==> src/rtl/rxdma_pkg.sv <==
package rxdma_pkg;
    typedef enum logic [2:0] {
        ST_IDLE,
        ST_WAIT,
        ST_BURST,
        ST_FINAL,
        ST_PAUSE
    } rx_state_e;
endpackage

==> src/rtl/rxdma_counters.sv <==
module rxdma_counters #(
    parameter int LVL_W    = 8,
    parameter int BUF_W    = 16,
    parameter int CNT_W    = 16,
    parameter int CODE_W   = 2,
    parameter int MIN_BLK  = 4,
    parameter int DEF_CODE = 3
) (
    input  logic              clk,
    input  logic              rst_n,
    input  logic              frame_start,
    input  logic              rearm,
    input  logic              xfer,
    input  logic              clr_blk,
    input  logic [BUF_W-1:0]  cfg_max_buf,
    input  logic [CODE_W-1:0] cfg_blk_code,
    output logic [LVL_W-1:0]  blk_size,
    output logic              blk_last,
    output logic              buf_last,
    output logic [CNT_W-1:0]  byte_cnt
);
    logic [BUF_W-1:0]  max_q;
    logic [BUF_W-1:0]  buf_cnt;
    logic [LVL_W-1:0]  blk_cnt;
    logic [CODE_W-1:0] code_q;

    always_ff @(posedge clk or negedge rst_n) begin
        if (!rst_n) begin
            max_q   <= '0;
            code_q  <= CODE_W'(DEF_CODE);
            buf_cnt <= '0;
        end else if (frame_start || rearm) begin
            max_q   <= cfg_max_buf;
            code_q  <= cfg_blk_code;
            buf_cnt <= '0;
        end else if (xfer) begin
            buf_cnt <= buf_cnt + BUF_W'(1);
        end
    end

    always_ff @(posedge clk or negedge rst_n) begin
        if (!rst_n) begin
            byte_cnt <= '0;
        end else if (frame_start) begin
            byte_cnt <= '0;
        end else if (xfer) begin
            byte_cnt <= byte_cnt + CNT_W'(1);
        end
    end

    always_ff @(posedge clk or negedge rst_n) begin
        if (!rst_n) begin
            blk_cnt <= '0;
        end else if (clr_blk) begin
            blk_cnt <= '0;
        end else if (xfer) begin
            blk_cnt <= blk_cnt + LVL_W'(1);
        end
    end

    assign blk_size = LVL_W'(MIN_BLK) << code_q;
    assign blk_last = (blk_cnt == blk_size - LVL_W'(1));
    assign buf_last = (buf_cnt == max_q - BUF_W'(1));
endmodule

==> src/rtl/rxdma_fsm.sv <==
module rxdma_fsm
    import rxdma_pkg::*;
#(
    parameter int LVL_W = 8
) (
    input  logic             clk,
    input  logic             rst_n,
    input  logic             cmd_rx_en,
    input  logic [LVL_W-1:0] fifo_level,
    input  logic [LVL_W-1:0] blk_size,
    input  logic             eof_mark,
    input  logic             dma_xfer,
    input  logic             blk_last,
    input  logic             buf_last,
    output rx_state_e        st,
    output logic             dma_req,
    output logic             xfer,
    output logic             frame_start,
    output logic             rearm,
    output logic             ev_full,
    output logic             ev_done,
    output logic             clr_blk
);
    rx_state_e st_nx;
    logic      eof_seen;
    logic      eof_now;
    logic      last_byte;
    logic      blk_end;

    // state register
    always_ff @(posedge clk or negedge rst_n) begin
        if (!rst_n) begin
            st <= ST_IDLE;
        end else begin
            st <= st_nx;
        end
    end

    always_ff @(posedge clk or negedge rst_n) begin
        if (!rst_n) begin
            eof_seen <= 1'b0;
        end else if (eof_mark) begin
            eof_seen <= 1'b1;
        end else if (frame_start || ev_done) begin
            eof_seen <= 1'b0;
        end
    end

    // outputs and events
    always_comb begin
        dma_req     = (st == ST_BURST) || (st == ST_FINAL);
        xfer        = dma_req && dma_xfer;
        eof_now     = eof_seen || eof_mark;
        last_byte   = eof_now && (fifo_level == LVL_W'(1));
        ev_done     = xfer && last_byte;
        ev_full     = xfer && buf_last && !ev_done;
        blk_end     = xfer && (st == ST_BURST) && blk_last;
        frame_start = (st == ST_IDLE) && cmd_rx_en;
        rearm       = (st == ST_PAUSE) && cmd_rx_en;
        clr_blk     = (st != ST_BURST);
    end

    // next state
    always_comb begin
        st_nx = st;
        unique case (st)
            ST_IDLE: begin
                if (cmd_rx_en) st_nx = ST_WAIT;
            end
            ST_WAIT: begin
                if (fifo_level >= blk_size)                 st_nx = ST_BURST;
                else if (eof_now && fifo_level != '0)       st_nx = ST_FINAL;
            end
            ST_BURST: begin
                if (ev_done)       st_nx = ST_IDLE;
                else if (ev_full)  st_nx = ST_PAUSE;
                else if (blk_end)  st_nx = ST_WAIT;
            end
            ST_FINAL: begin
                if (ev_done)       st_nx = ST_IDLE;
                else if (ev_full)  st_nx = ST_PAUSE;
            end
            ST_PAUSE: begin
                if (cmd_rx_en) st_nx = ST_WAIT;
            end
            default: st_nx = ST_IDLE;
        endcase
    end
endmodule

==> src/rtl/rxdma_irq.sv <==
module rxdma_irq (
    input  logic       clk,
    input  logic       rst_n,
    input  logic       set_rbf,
    input  logic       set_rdte,
    input  logic [1:0] irq_clr,
    output logic       irq_rbf,
    output logic       irq_rdte
);
    always_ff @(posedge clk or negedge rst_n) begin
        if (!rst_n) begin
            irq_rbf  <= 1'b0;
            irq_rdte <= 1'b0;
        end else begin
            if (set_rbf)         irq_rbf <= 1'b1;
            else if (irq_clr[0]) irq_rbf <= 1'b0;
            if (set_rdte)        irq_rdte <= 1'b1;
            else if (irq_clr[1]) irq_rdte <= 1'b0;
        end
    end
endmodule

==> src/rtl/rxdma_frag_ctrl.sv <==
module rxdma_frag_ctrl
    import rxdma_pkg::*;
#(
    parameter int LVL_W    = 8,
    parameter int BUF_W    = 16,
    parameter int CNT_W    = 16,
    parameter int CODE_W   = 2,
    parameter int MIN_BLK  = 4,
    parameter int DEF_CODE = 3
) (
    input  logic                 clk,
    input  logic                 rst_n,
    input  logic [LVL_W-1:0]     fifo_level,
    input  logic                 eof_mark,
    input  logic                 dma_xfer,
    input  logic                 cmd_rx_en,
    input  logic [BUF_W-1:0]     cfg_max_buf,
    input  logic [CODE_W-1:0]    cfg_blk_code,
    input  logic [1:0]           irq_clr,
    output logic                 dma_req,
    output logic                 irq_rbf,
    output logic                 irq_rdte,
    output logic [CNT_W/2-1:0]   cnt_lo,
    output logic [CNT_W/2-1:0]   cnt_hi
);
    localparam int HALF = CNT_W / 2;

    rx_state_e        st;
    logic             xfer;
    logic             frame_start;
    logic             rearm;
    logic             ev_full;
    logic             ev_done;
    logic             clr_blk;
    logic             blk_last;
    logic             buf_last;
    logic [LVL_W-1:0] blk_size;
    logic [CNT_W-1:0] byte_cnt;

    rxdma_fsm #(.LVL_W(LVL_W)) u_fsm (
        .clk         (clk),
        .rst_n       (rst_n),
        .cmd_rx_en   (cmd_rx_en),
        .fifo_level  (fifo_level),
        .blk_size    (blk_size),
        .eof_mark    (eof_mark),
        .dma_xfer    (dma_xfer),
        .blk_last    (blk_last),
        .buf_last    (buf_last),
        .st          (st),
        .dma_req     (dma_req),
        .xfer        (xfer),
        .frame_start (frame_start),
        .rearm       (rearm),
        .ev_full     (ev_full),
        .ev_done     (ev_done),
        .clr_blk     (clr_blk)
    );

    rxdma_counters #(
        .LVL_W(LVL_W), .BUF_W(BUF_W), .CNT_W(CNT_W),
        .CODE_W(CODE_W), .MIN_BLK(MIN_BLK), .DEF_CODE(DEF_CODE)
    ) u_cnt (
        .clk          (clk),
        .rst_n        (rst_n),
        .frame_start  (frame_start),
        .rearm        (rearm),
        .xfer         (xfer),
        .clr_blk      (clr_blk),
        .cfg_max_buf  (cfg_max_buf),
        .cfg_blk_code (cfg_blk_code),
        .blk_size     (blk_size),
        .blk_last     (blk_last),
        .buf_last     (buf_last),
        .byte_cnt     (byte_cnt)
    );

    rxdma_irq u_irq (
        .clk      (clk),
        .rst_n    (rst_n),
        .set_rbf  (ev_full),
        .set_rdte (ev_done),
        .irq_clr  (irq_clr),
        .irq_rbf  (irq_rbf),
        .irq_rdte (irq_rdte)
    );

    assign cnt_lo = byte_cnt[HALF-1:0];
    assign cnt_hi = byte_cnt[CNT_W-1:HALF];
endmodule

==> config.mk <==
export PLATFORM = sky130hd
export DESIGN_NAME = rxdma_frag_ctrl
export DESIGN_NICKNAME = d
export VERILOG_FILES = /design/src/rtl/rxdma_pkg.sv /design/src/rtl/rxdma_counters.sv /design/src/rtl/rxdma_fsm.sv /design/src/rtl/rxdma_irq.sv /design/src/rtl/rxdma_frag_ctrl.sv
export SDC_FILE = /design/constraint.sdc
export NUM_CORES = 1
export LEC_CHECK = 0
export ABC_AREA = 0
export ABC_CLOCK_PERIOD_IN_PS = 7500
export BUFFER_PORTS_ARGS = -buffer_cell sky130_fd_sc_hd__buf_4
export CAP_MARGIN = 40
export CORE_UTILIZATION = 35
export CTS_CLUSTER_DIAMETER = 150
export DETAILED_ROUTE_END_ITERATION = 12
export PLACE_DENSITY = 0.54
export SYNTH_ARGS = -nofsm -noshare
export SYNTH_HDL_FRONTEND = slang
export SYNTH_HIERARCHICAL = 1
export SYNTH_SLANG_ARGS = --single-unit
==> constraint.sdc <==
create_clock -name clk -period 7.5 [get_ports clk]
set_input_delay 0.375 -clock clk [delete_from_list [all_inputs] [get_ports clk]]
set_output_delay 0.375 -clock clk [all_outputs]
set_load 0.005 [all_outputs]
==> flow_metrics.py, run 1 <==
metrics = {
    "power_and_ir_drop": {
        "power.density_nw_per_um2": 307,
        "p_leak_nw": 2.07,
        "total_power_mw": 1.38,
        "peakVddDrop_uv": 90.4,
    },
    "cells_and_area": {
        "synthToLayoutAreaGrowth_pct": 20.0,
        "multiInputGateArea_um2": 1980,
        "drive_above_1_share": 0.195,
        "fillers": 1008,
        "fin_area_um2": 4510,
        "num-nets-final": 497,
        "diodes": 0,
        "seq_area_um2": 1600,
    },
    "outcome": {
        "status": "completed",
    },
    "logic_synthesis": {
        "syn_area_per_cell_um2": 9.36,
        "ys_ff_latch": 64,
        "syn_area_um2": 3760,
        "ys_seq_area_frac": 0.426,
        "synth_cells": 402,
        "synth_flop_cell": "dfrtp_1",
        "async_flop_share": 1.00,
        "synth_edf_count": 0,
        "yosysWarnings": 6,
        "synth_cell_type_count": 58,
    },
    "clock_network": {
        "clockBufferDepth": 2,
        "clock-sinks": 64,
        "cts-buffers-inserted": 9,
        "cts_tree": "yes",
        "cts_setup_buffers": 0,
        "clk_latency_ns": 0.34,
        "clk_pin_slew_worst_paths_ns": 0.08,
        "cts_hold_buf": 1,
        "ctsRootBufferMaster": "clkbuf_8",
        "ctsResizeCount": 0,
        "htreeDepth": 3,
    },
    "floorplan": {
        "start_util": 0.363,
        "ioPinCount": 52,
        "dieWidth_um": 106,
        "core_area_um2": 10400,
        "die_h_um": 106,
        "rows": 37,
        "die_area_um2": 11200,
    },
    "routing": {
        "firstDrtPassIters": 4,
        "totalWireLength_um": 8280,
        "via_count": 3024,
        "ant_nets": 0,
        "avgViaCountPerCell": 5.10,
        "drt_iter0_markers": 122,
        "drc": 0,
        "wl_per_cell_um": 14.0,
    },
    "timing": {
        "fin_ws_ns": 4.39,
        "maxSlewHeadroom": 0.404,
        "fin_crit_sh": 0.414,
        "fin_crit_ns": 3.11,
        "whs_ns": 0.235,
        "final-hold-violation-count": 0,
        "setup_viol": 0,
        "fin_tns_setup_ns": 0,
        "maxSlewViolCount": 0,
        "worst_pin_slew_ns": 0.885,
        "rsz0062_at_grt": "no",
        "finalClockSkew_ns": 0.0133,
        "max_freq_mhz": 322,
    },
    "critical_path": {
        "crit_path_start_kind": "flop",
        "timing.rr.start": "u_cnt/max_q[3]",
        "crit_start": "u_cnt/max_q[3]",
        "crit_path_end_kind": "flop",
        "crit_chain": "or4_4, or3_1, a2111oi_2, nand4_1, nor4_2, nand2_1, and3_1, o311a_1",
        "critical_path_class": "flop to flop",
        "slowest_stage": "or4_4",
        "worstPathRequired_ns": 7.72,
        "slowest_delay_ns": 0.57,
        "crit_arrival_ns": 3.33,
        "cp_max_fo": 9,
    },
    "global_route": {
        "grt_pass1_vias": 2891,
        "overflow": 0,
        "grt_first_pass_wirelength_um": 14300,
        "grt_max_degree": 57,
        "grtUsageTotal": 0.160,
        "grt_antenna_before_repair": 0,
    },
    "placed_design": {
        "place_area_um2": 4270,
        "place_worst_setup_slack_ns": 4.40,
        "routabilityCongestion": 0.878,
        "dp_hpwl_um": 6080,
        "port_buffers": 51,
    },
    "worst_hold_path": {
        "hold_start": "cfg_max_buf[2]",
        "hold_class": "input port to flop",
    },
    "run": {
        "drv_cap": 0,
    },
}
-- registers in the layout (all words and copies together) (netlist names) --
name,count
u_fsm/st,3
u_cnt/code_q,2
u_cnt/byte_cnt,16
u_cnt/buf_cnt,16
u_irq/irq_rdte,1
u_irq/irq_rbf,1
u_fsm/eof_seen,1
u_cnt/max_q,16
u_cnt/blk_cnt,8
-- cells in the mapped netlist, types with 4 or more instances --
library cell	instances	area share
dfrtp_1	62	0.41
nor2_1	44	0.044
nand2_1	28	0.028
xor2_1	27	0.063
inv_1	26	0.026
xnor2_1	20	0.047
o21ai_0	18	0.024
nand4_1	15	0.025
ha_1	12	0.040
nand3_1	12	0.016
clkbuf_1	11	0.011
mux2_2	10	0.030
nor3_1	10	0.013
and3_1	9	0.015
a21oi_1	8	0.011
or3_1	7	0.012
nor2b_1	6	0.010
nor4_1	6	0.010
mux2i_1	5	0.013
o31ai_1	5	0.010
a21o_1	4	0.0080
a31oi_1	4	0.0067
buf_4	4	0.0080
-- critical path, delay by kind of cell, from the launching register on --
family | cells | cell delay, ns
and+or+nand+nor | 6 | 1.87
AOI/OAI and AO/OA | 2 | 0.65
DFF | 1 | 0.47
-- worst paths after layout --
| path | depth (start not counted) | slack [ns] | end |
|---|---|---|---|
| min in group asynchronous | 2 | 0.40 | u_cnt/max_q[8] |
| hold / removal | 3 | 0.24 | u_cnt/max_q[2] |
| setup / recovery | 8 | 4.39 | u_fsm/st[0] |
| setup reg to reg | 8 | 4.39 | u_fsm/st[0] |
| hold reg to reg | 1 | 0.48 | u_irq/irq_rdte |
| max in group asynchronous | 3 | 6.54 | u_cnt/code_q[1] |
-- final cells by class --
cell class                 instances  area share
clock buffer                      11      0.0335
multi-input combinational        296       0.438
timing repair buffer              54      0.0956
inverter                          27      0.0225
clock inverter                     5      0.0175
sequential                        64       0.355
tap                              136      0.0377
-- per-stage QoR --
stage / utilization / cells
after floorplan: - / 405
after global placement: 0.408 / 574
after detailed placement: 0.412 / 576
after CTS: 0.435 / 593
after global routing: 0.435 / 593
final: 0.435 / 593
-- cells by family (layout without fill, tap and decap cells) --
group | after synthesis | count (layout) | share of synthesized area
flops | 64 | 64 | 0.426
fa+ha+maj | 12 | 12 | 0.0399
mux | 15 | 15 | 0.0432
other cells | 1 | 4 | 0.000997
xor+xnor | 47 | 47 | 0.109
compound gates | 61 | 61 | 0.110
buf+inv | 45 | 97 | 0.0512
simple gates | 157 | 157 | 0.219
-- where the power goes --
part	internal [mW]	switching, mW
clock	0.205	0.134
combinational	0.231	0.256
sequential	0.437	0.121
total	0.873	0.511
-- layer usage --
metal / GRT usage / vias to the layer above / part of all wire
li1: - / 1504 / -
met1: 0.239 / 1447 / 0.52
met2: 0.229 / 67 / 0.43
met3: 0.0223 / 6 / 0.037
met4: 0.0665 / 0 / 0.0097
met5: 0 / - / 0
-- layout by cell type, fill, tap and decap left out, types with 7 or more instances in the layout --
master	instances
xnor2_1	20
nor2_1	44
or3_1	7
inv_1	26
nand3_1	12
clkbuf_8	11
and3_1	9
nand2_1	28
a21oi_1	8
nor3_1	10
ha_1	12
xor2_1	27
mux2_2	10
nand4_1	15
o21ai_0	18
buf_4	51
dfrtp_1	62
Note: power is estimated with default switching activity, not from simulation.
==> run 2: changes to the inputs <==
--- a/config.mk
+++ b/config.mk
@@ -6,7 +6,7 @@
 export NUM_CORES = 1
 export LEC_CHECK = 0
 export ABC_AREA = 0
-export ABC_CLOCK_PERIOD_IN_PS = 7500
+export ABC_CLOCK_PERIOD_IN_PS = 3000
 export BUFFER_PORTS_ARGS = -buffer_cell sky130_fd_sc_hd__buf_4
 export CAP_MARGIN = 40
 export CORE_UTILIZATION = 35
==> constraint.sdc (replaced) <==
create_clock -name clk -period 3 [get_ports clk]
set_input_delay 0.15 -clock clk [delete_from_list [all_inputs] [get_ports clk]]
set_output_delay 0.15 -clock clk [all_outputs]
set_load 0.005 [all_outputs]
==> flow_metrics.py, run 2 (same netlist as run 1, synthesis figures left out) <==
metrics = {
    "timing": {
        "fin_crit_sh": 0.920,
        "setup_viol": 0,
        "maxSlewHeadroom": 0.659,
        "max_freq_mhz": 362,
        "finalClockSkew_ns": 0.00590,
        "final-hold-violation-count": 0,
        "rsz0062_at_grt": "no",
        "maxSlewViolCount": 0,
        "fin_tns_setup_ns": 0,
        "worst_pin_slew_ns": 0.511,
        "fin_crit_ns": 2.76,
    },
    "outcome": {
        "status": "completed",
    },
    "global_route": {
        "grtUsageTotal": 0.165,
        "overflow": 0,
        "grt_pass1_vias": 3088,
        "grt_first_pass_wirelength_um": 14600,
        "grt_max_degree": 55,
        "grt_antenna_before_repair": 0,
    },
    "critical_path": {
        "path_buf_inv": 0,
        "crit_path_start_kind": "flop",
        "crit_chain": "or4_4, or3_1, a2111oi_2, nand4_1, nor4_2, nand2_1, and3_1, o311a_1",
        "crit_path_end_kind": "flop",
        "crit_arrival_ns": 2.98,
        "crit_family": "simple AND/OR/NAND/NOR gates",
        "worstPathRequired_ns": 3.22,
        "critical_path_class": "flop to flop",
        "slowest_delay_ns": 0.55,
        "cp_max_fo": 3,
        "slowest_stage": "or4_4",
    },
    "floorplan": {
        "rows": 37,
        "dieWidth_um": 106,
        "core_area_um2": 10400,
        "ioPinCount": 52,
        "die_h_um": 106,
        "start_util": 0.363,
        "die_area_um2": 11200,
    },
    "cells_and_area": {
        "final_common_cell": "buf_4",
        "top_regs": "u_cnt/buf_cnt (16), u_cnt/byte_cnt (16), u_cnt/max_q (16)",
        "num-nets-final": 512,
        "diodes": 0,
        "drive_above_1_share": 0.215,
        "final_core_util": 0.441,
        "synthToLayoutAreaGrowth_pct": 21.4,
        "final_cell_mix": "buf_4 (65), dfrtp_1 (62), nor2_1 (44), nand2_1 (28), xor2_1 (27)",
    },
    "clock_network": {
        "cts_tree": "yes",
        "clock-sinks": 64,
        "clk_pin_slew_worst_paths_ns": 0.07,
        "clockBufferDepth": 2,
        "cts-buffers-inserted": 9,
        "htreeDepth": 3,
        "clk_latency_ns": 0.33,
        "cts_setup_buffers": 0,
        "ctsRootBufferMaster": "clkbuf_8",
    },
    "routing": {
        "avgViaCountPerCell": 5.05,
        "totalWireLength_um": 8510,
        "drt_iter0_markers": 127,
        "ant_nets": 0,
        "firstDrtPassIters": 4,
        "wl_per_cell_um": 14.0,
        "via_count": 3062,
        "drc": 0,
    },
    "placed_design": {
        "routabilityCongestion": 0.836,
        "port_buffers": 51,
        "dp_hpwl_um": 6170,
    },
    "worst_hold_path": {
        "hold_class": "input port to flop",
    },
    "power_and_ir_drop": {
        "peakVddDrop_uv": 199,
        "total_power_mw": 3.35,
        "p_leak_nw": 2.10,
        "power.density_nw_per_um2": 734,
    },
    "run": {
        "drv_cap": 0,
    },
}
==> run 2: cell types whose count changed in the layout (fill, tap and decap cells not counted), sizes merged <==
cell and delta:
buf +13, bufinv -2, clkinv -2, clkinvlp +2, dlygate4sd3 +2
==> run 2: metrics by stage <==
stage	setup WS [ns]	cell area, um^2	instances	hold WS, ns
after floorplan	0.178	3770	405	-0.146
after global placement	0.223	4340	588	0.311
after detailed placement	0.124	4370	589	0.00426
after CTS	0.118	4560	606	0.000568
after global routing	0.0424	4570	606	0.00265
final	0.240	4570	606	0.0146
==> run 2: metal layers <==
layer | share of wire | track usage
met5 | 0 | 0
met4 | 0.011 | 0.0536
met3 | 0.042 | 0.0402
met2 | 0.45 | 0.249
met1 | 0.50 | 0.230
==> run 2: final timing paths <==
kind	slack [ns]	endpoint	depth (start not counted)	start
min	0.01	u_cnt/max_q[2]	3	cfg_max_buf[2]
min reg2reg	0.48	u_irq/irq_rbf	1	u_irq/irq_rbf
min in group asynchronous	0.19	u_cnt/buf_cnt[13]	2	rst_n
max in group asynchronous	2.25	u_cnt/code_q[1]	3	rst_n
max reg2reg	0.24	u_fsm/st[0]	8	u_cnt/max_q[3]
max	0.24	u_fsm/st[0]	8	u_cnt/max_q[3]
==> run 2: where the power goes <==
| part | switching [mW] | internal, mW |
|---|---|---|
| Clock | 0.324 | 0.312 |
| Sequential | 0.267 | 1.09 |
| Combinational | 0.705 | 0.651 |
| Total | 1.30 | 2.06 |
==> run 2: layout make-up <==
class | instances | area (um^2)
clock buffers | 11 | 141
repair buffers | 69 | 546
multi-input cells | 296 | 1990
inverters | 27 | 101
fillers | 1052 | 5800
flip-flops and latches | 64 | 1600
well taps | 136 | 170
clock inverters | 3 | 20.0
==> run 2: timing repair <==
| item | in CTS | in global routing |
|---|---|---|
| resized for setup | 0 | 3 |
| hold buffers | 3 | 0 |
| endpoints found under the setup margin | 0 | 1 |
| endpoints found under the hold margin | 64 | 0 |
==> run 2: tightest hold or removal path, stage by stage <==
cell and delay, ns:
buf_4 0.08, nand2_1 0.03, o21ai_0 0.05
==> run 3: changes to the inputs <==
--- a/config.mk
+++ b/config.mk
@@ -13,6 +13,7 @@
 export CTS_CLUSTER_DIAMETER = 150
 export DETAILED_ROUTE_END_ITERATION = 12
 export PLACE_DENSITY = 0.54
+export RECOVER_POWER = 25
 export SYNTH_ARGS = -nofsm -noshare
 export SYNTH_HDL_FRONTEND = slang
 export SYNTH_HIERARCHICAL = 1
==> flow_metrics.py, run 3 (same netlist as run 1, synthesis figures left out) <==
metrics = {
    "clock_network": {
        "clock-sinks": 64,
        "clockBufferDepth": 2,
        "htreeDepth": 3,
        "clk_pin_slew_worst_paths_ns": 0.07,
        "ctsRootBufferMaster": "clkbuf_8",
        "cts_tree": "yes",
        "cts-buffers-inserted": 9,
        "cts_setup_buffers": 0,
        "clk_latency_ns": 0.33,
    },
    "routing": {
        "ant_nets": 0,
        "totalWireLength_um": 8500,
        "drc": 0,
        "drt_iter0_markers": 127,
        "firstDrtPassIters": 4,
        "wl_per_cell_um": 14.0,
        "avgViaCountPerCell": 5.05,
        "via_count": 3061,
    },
    "placed_design": {
        "routabilityCongestion": 0.836,
        "port_buffers": 51,
        "place_inst": 589,
        "dp_hpwl_um": 6170,
    },
    "timing": {
        "maxSlewViolCount": 0,
        "fin_tns_setup_ns": 0,
        "maxSlewHeadroom": 0.0969,
        "max_freq_mhz": 362,
        "setup_viol": 0,
        "fin_crit_ns": 2.76,
        "final-hold-violation-count": 0,
        "rsz0062_at_grt": "no",
        "fin_crit_sh": 0.921,
        "worst_pin_slew_ns": 1.35,
        "finalClockSkew_ns": 0.00591,
    },
    "critical_path": {
        "worstPathRequired_ns": 3.22,
        "critical_path_class": "flop to flop",
        "crit_arrival_ns": 2.99,
        "cp_max_fo": 3,
        "crit_path_end_kind": "flop",
        "crit_path_start_kind": "flop",
    },
    "cells_and_area": {
        "drive_above_1_share": 0.213,
        "diodes": 0,
        "final_cell_mix": "buf_4 (64), dfrtp_1 (62), nor2_1 (44), nand2_1 (28), xor2_1 (27)",
        "top_regs": "u_cnt/buf_cnt (16), u_cnt/byte_cnt (16), u_cnt/max_q (16)",
        "num-nets-final": 512,
        "synthToLayoutAreaGrowth_pct": 20.8,
        "final_common_cell": "buf_4",
        "fin_cells": 606,
    },
    "global_route": {
        "grt_first_pass_wirelength_um": 14600,
        "grt_max_degree": 55,
        "grt_antenna_before_repair": 0,
        "grtUsageTotal": 0.165,
        "overflow": 0,
        "grt_pass1_vias": 3088,
    },
    "floorplan": {
        "die_h_um": 106,
        "die_area_um2": 11200,
        "start_util": 0.363,
        "rows": 37,
        "dieWidth_um": 106,
        "core_area_um2": 10400,
        "ioPinCount": 52,
    },
    "power_and_ir_drop": {
        "switching_power_mw": 1.29,
        "clkPwrFrac": 0.190,
        "p_sw_frac": 0.387,
        "total_power_mw": 3.35,
        "comb_power_share": 0.404,
        "peakVddDrop_uv": 199,
        "p_leak_nw": 2.09,
        "p_seq_frac": 0.406,
        "intPower_mw": 2.05,
        "power.density_nw_per_um2": 737,
    },
    "outcome": {
        "status": "completed",
    },
    "worst_hold_path": {
        "hold_class": "input port to flop",
    },
    "run": {
        "drv_cap": 0,
    },
}
## run 3: changes by cell type in the layout (fill, tap and decap cells not counted), sizes merged
cell	delta
clkbuf	+2
buf	-2
## run 3: timing repair
| action | 4_1_cts | 5_1_grt |
|---|---|---|
| endpoints found under the setup margin | 0 | 1 |
| gates resized for setup | 0 | 3 |
| hold buffers | 3 | 0 |
| endpoints found under the hold margin | 64 | 0 |
## run 3: final timing paths
| kind | cells after the start | startpoint | slack, ns | endpoint |
|---|---|---|---|---|
| min in group asynchronous | 2 | rst_n | 0.32 | u_cnt/buf_cnt[13] |
| max in group asynchronous | 3 | rst_n | 0.95 | u_cnt/blk_cnt[4] |
| hold reg to reg | 1 | u_irq/irq_rbf | 0.48 | u_irq/irq_rbf |
| setup reg to reg | 8 | u_cnt/max_q[3] | 0.24 | u_fsm/st[0] |
| hold / removal | 3 | cfg_max_buf[2] | 0.01 | u_cnt/max_q[2] |
| setup / recovery | 8 | u_cnt/max_q[3] | 0.24 | u_fsm/st[0] |
## run 3: critical path: stages (launching register included)
cell,delay (ns)
dfrtp_1,0.38
or4_4,0.55
or3_1,0.40
a2111oi_2,0.36
nand4_1,0.16
nor4_2,0.21
nand2_1,0.11
and3_1,0.20
o311a_1,0.29
## run 3: layout make-up
cell class,instances,area [um^2]
clock buffers,11,141
clock inverters,3,20.0
fillers,1052,5830
inverters,27,101
multi-input cells,296,1990
flip-flops and latches,64,1600
well taps,136,170
repair buffers,69,519
## run 3: metal layers
layer | wire length [um] | GRT usage | part of all wire
met1 | 4270 | 0.230 | 0.50
met2 | 3780 | 0.249 | 0.45
met3 | 346 | 0.0402 | 0.041
met4 | 95 | 0.0536 | 0.011
met5 | 0 | 0 | 0
## run 3: metrics by stage
step            util  hold slack, ns  area (um^2)  worst slack [ns]
2_1_floorplan      -          -0.146         3770             0.178
3_3_place_gp   0.419           0.311         4340             0.223
3_5_place_dp   0.421         0.00426         4370             0.124
4_1_cts        0.440        0.000568         4560             0.118
5_1_grt        0.438         0.00265         4540            0.0424
6_report       0.438          0.0145         4540             0.237
## run 3: power groups by stage
stage	sequential, mW	clock, mW	combinational, mW
after global routing	1.40	0.705	1.51
after global placement	1.37	0	1.32
after CTS	1.36	0.674	1.36
after detailed placement	1.37	0	1.34
final	1.36	0.636	1.35
after floorplan	1.31	0	0.964
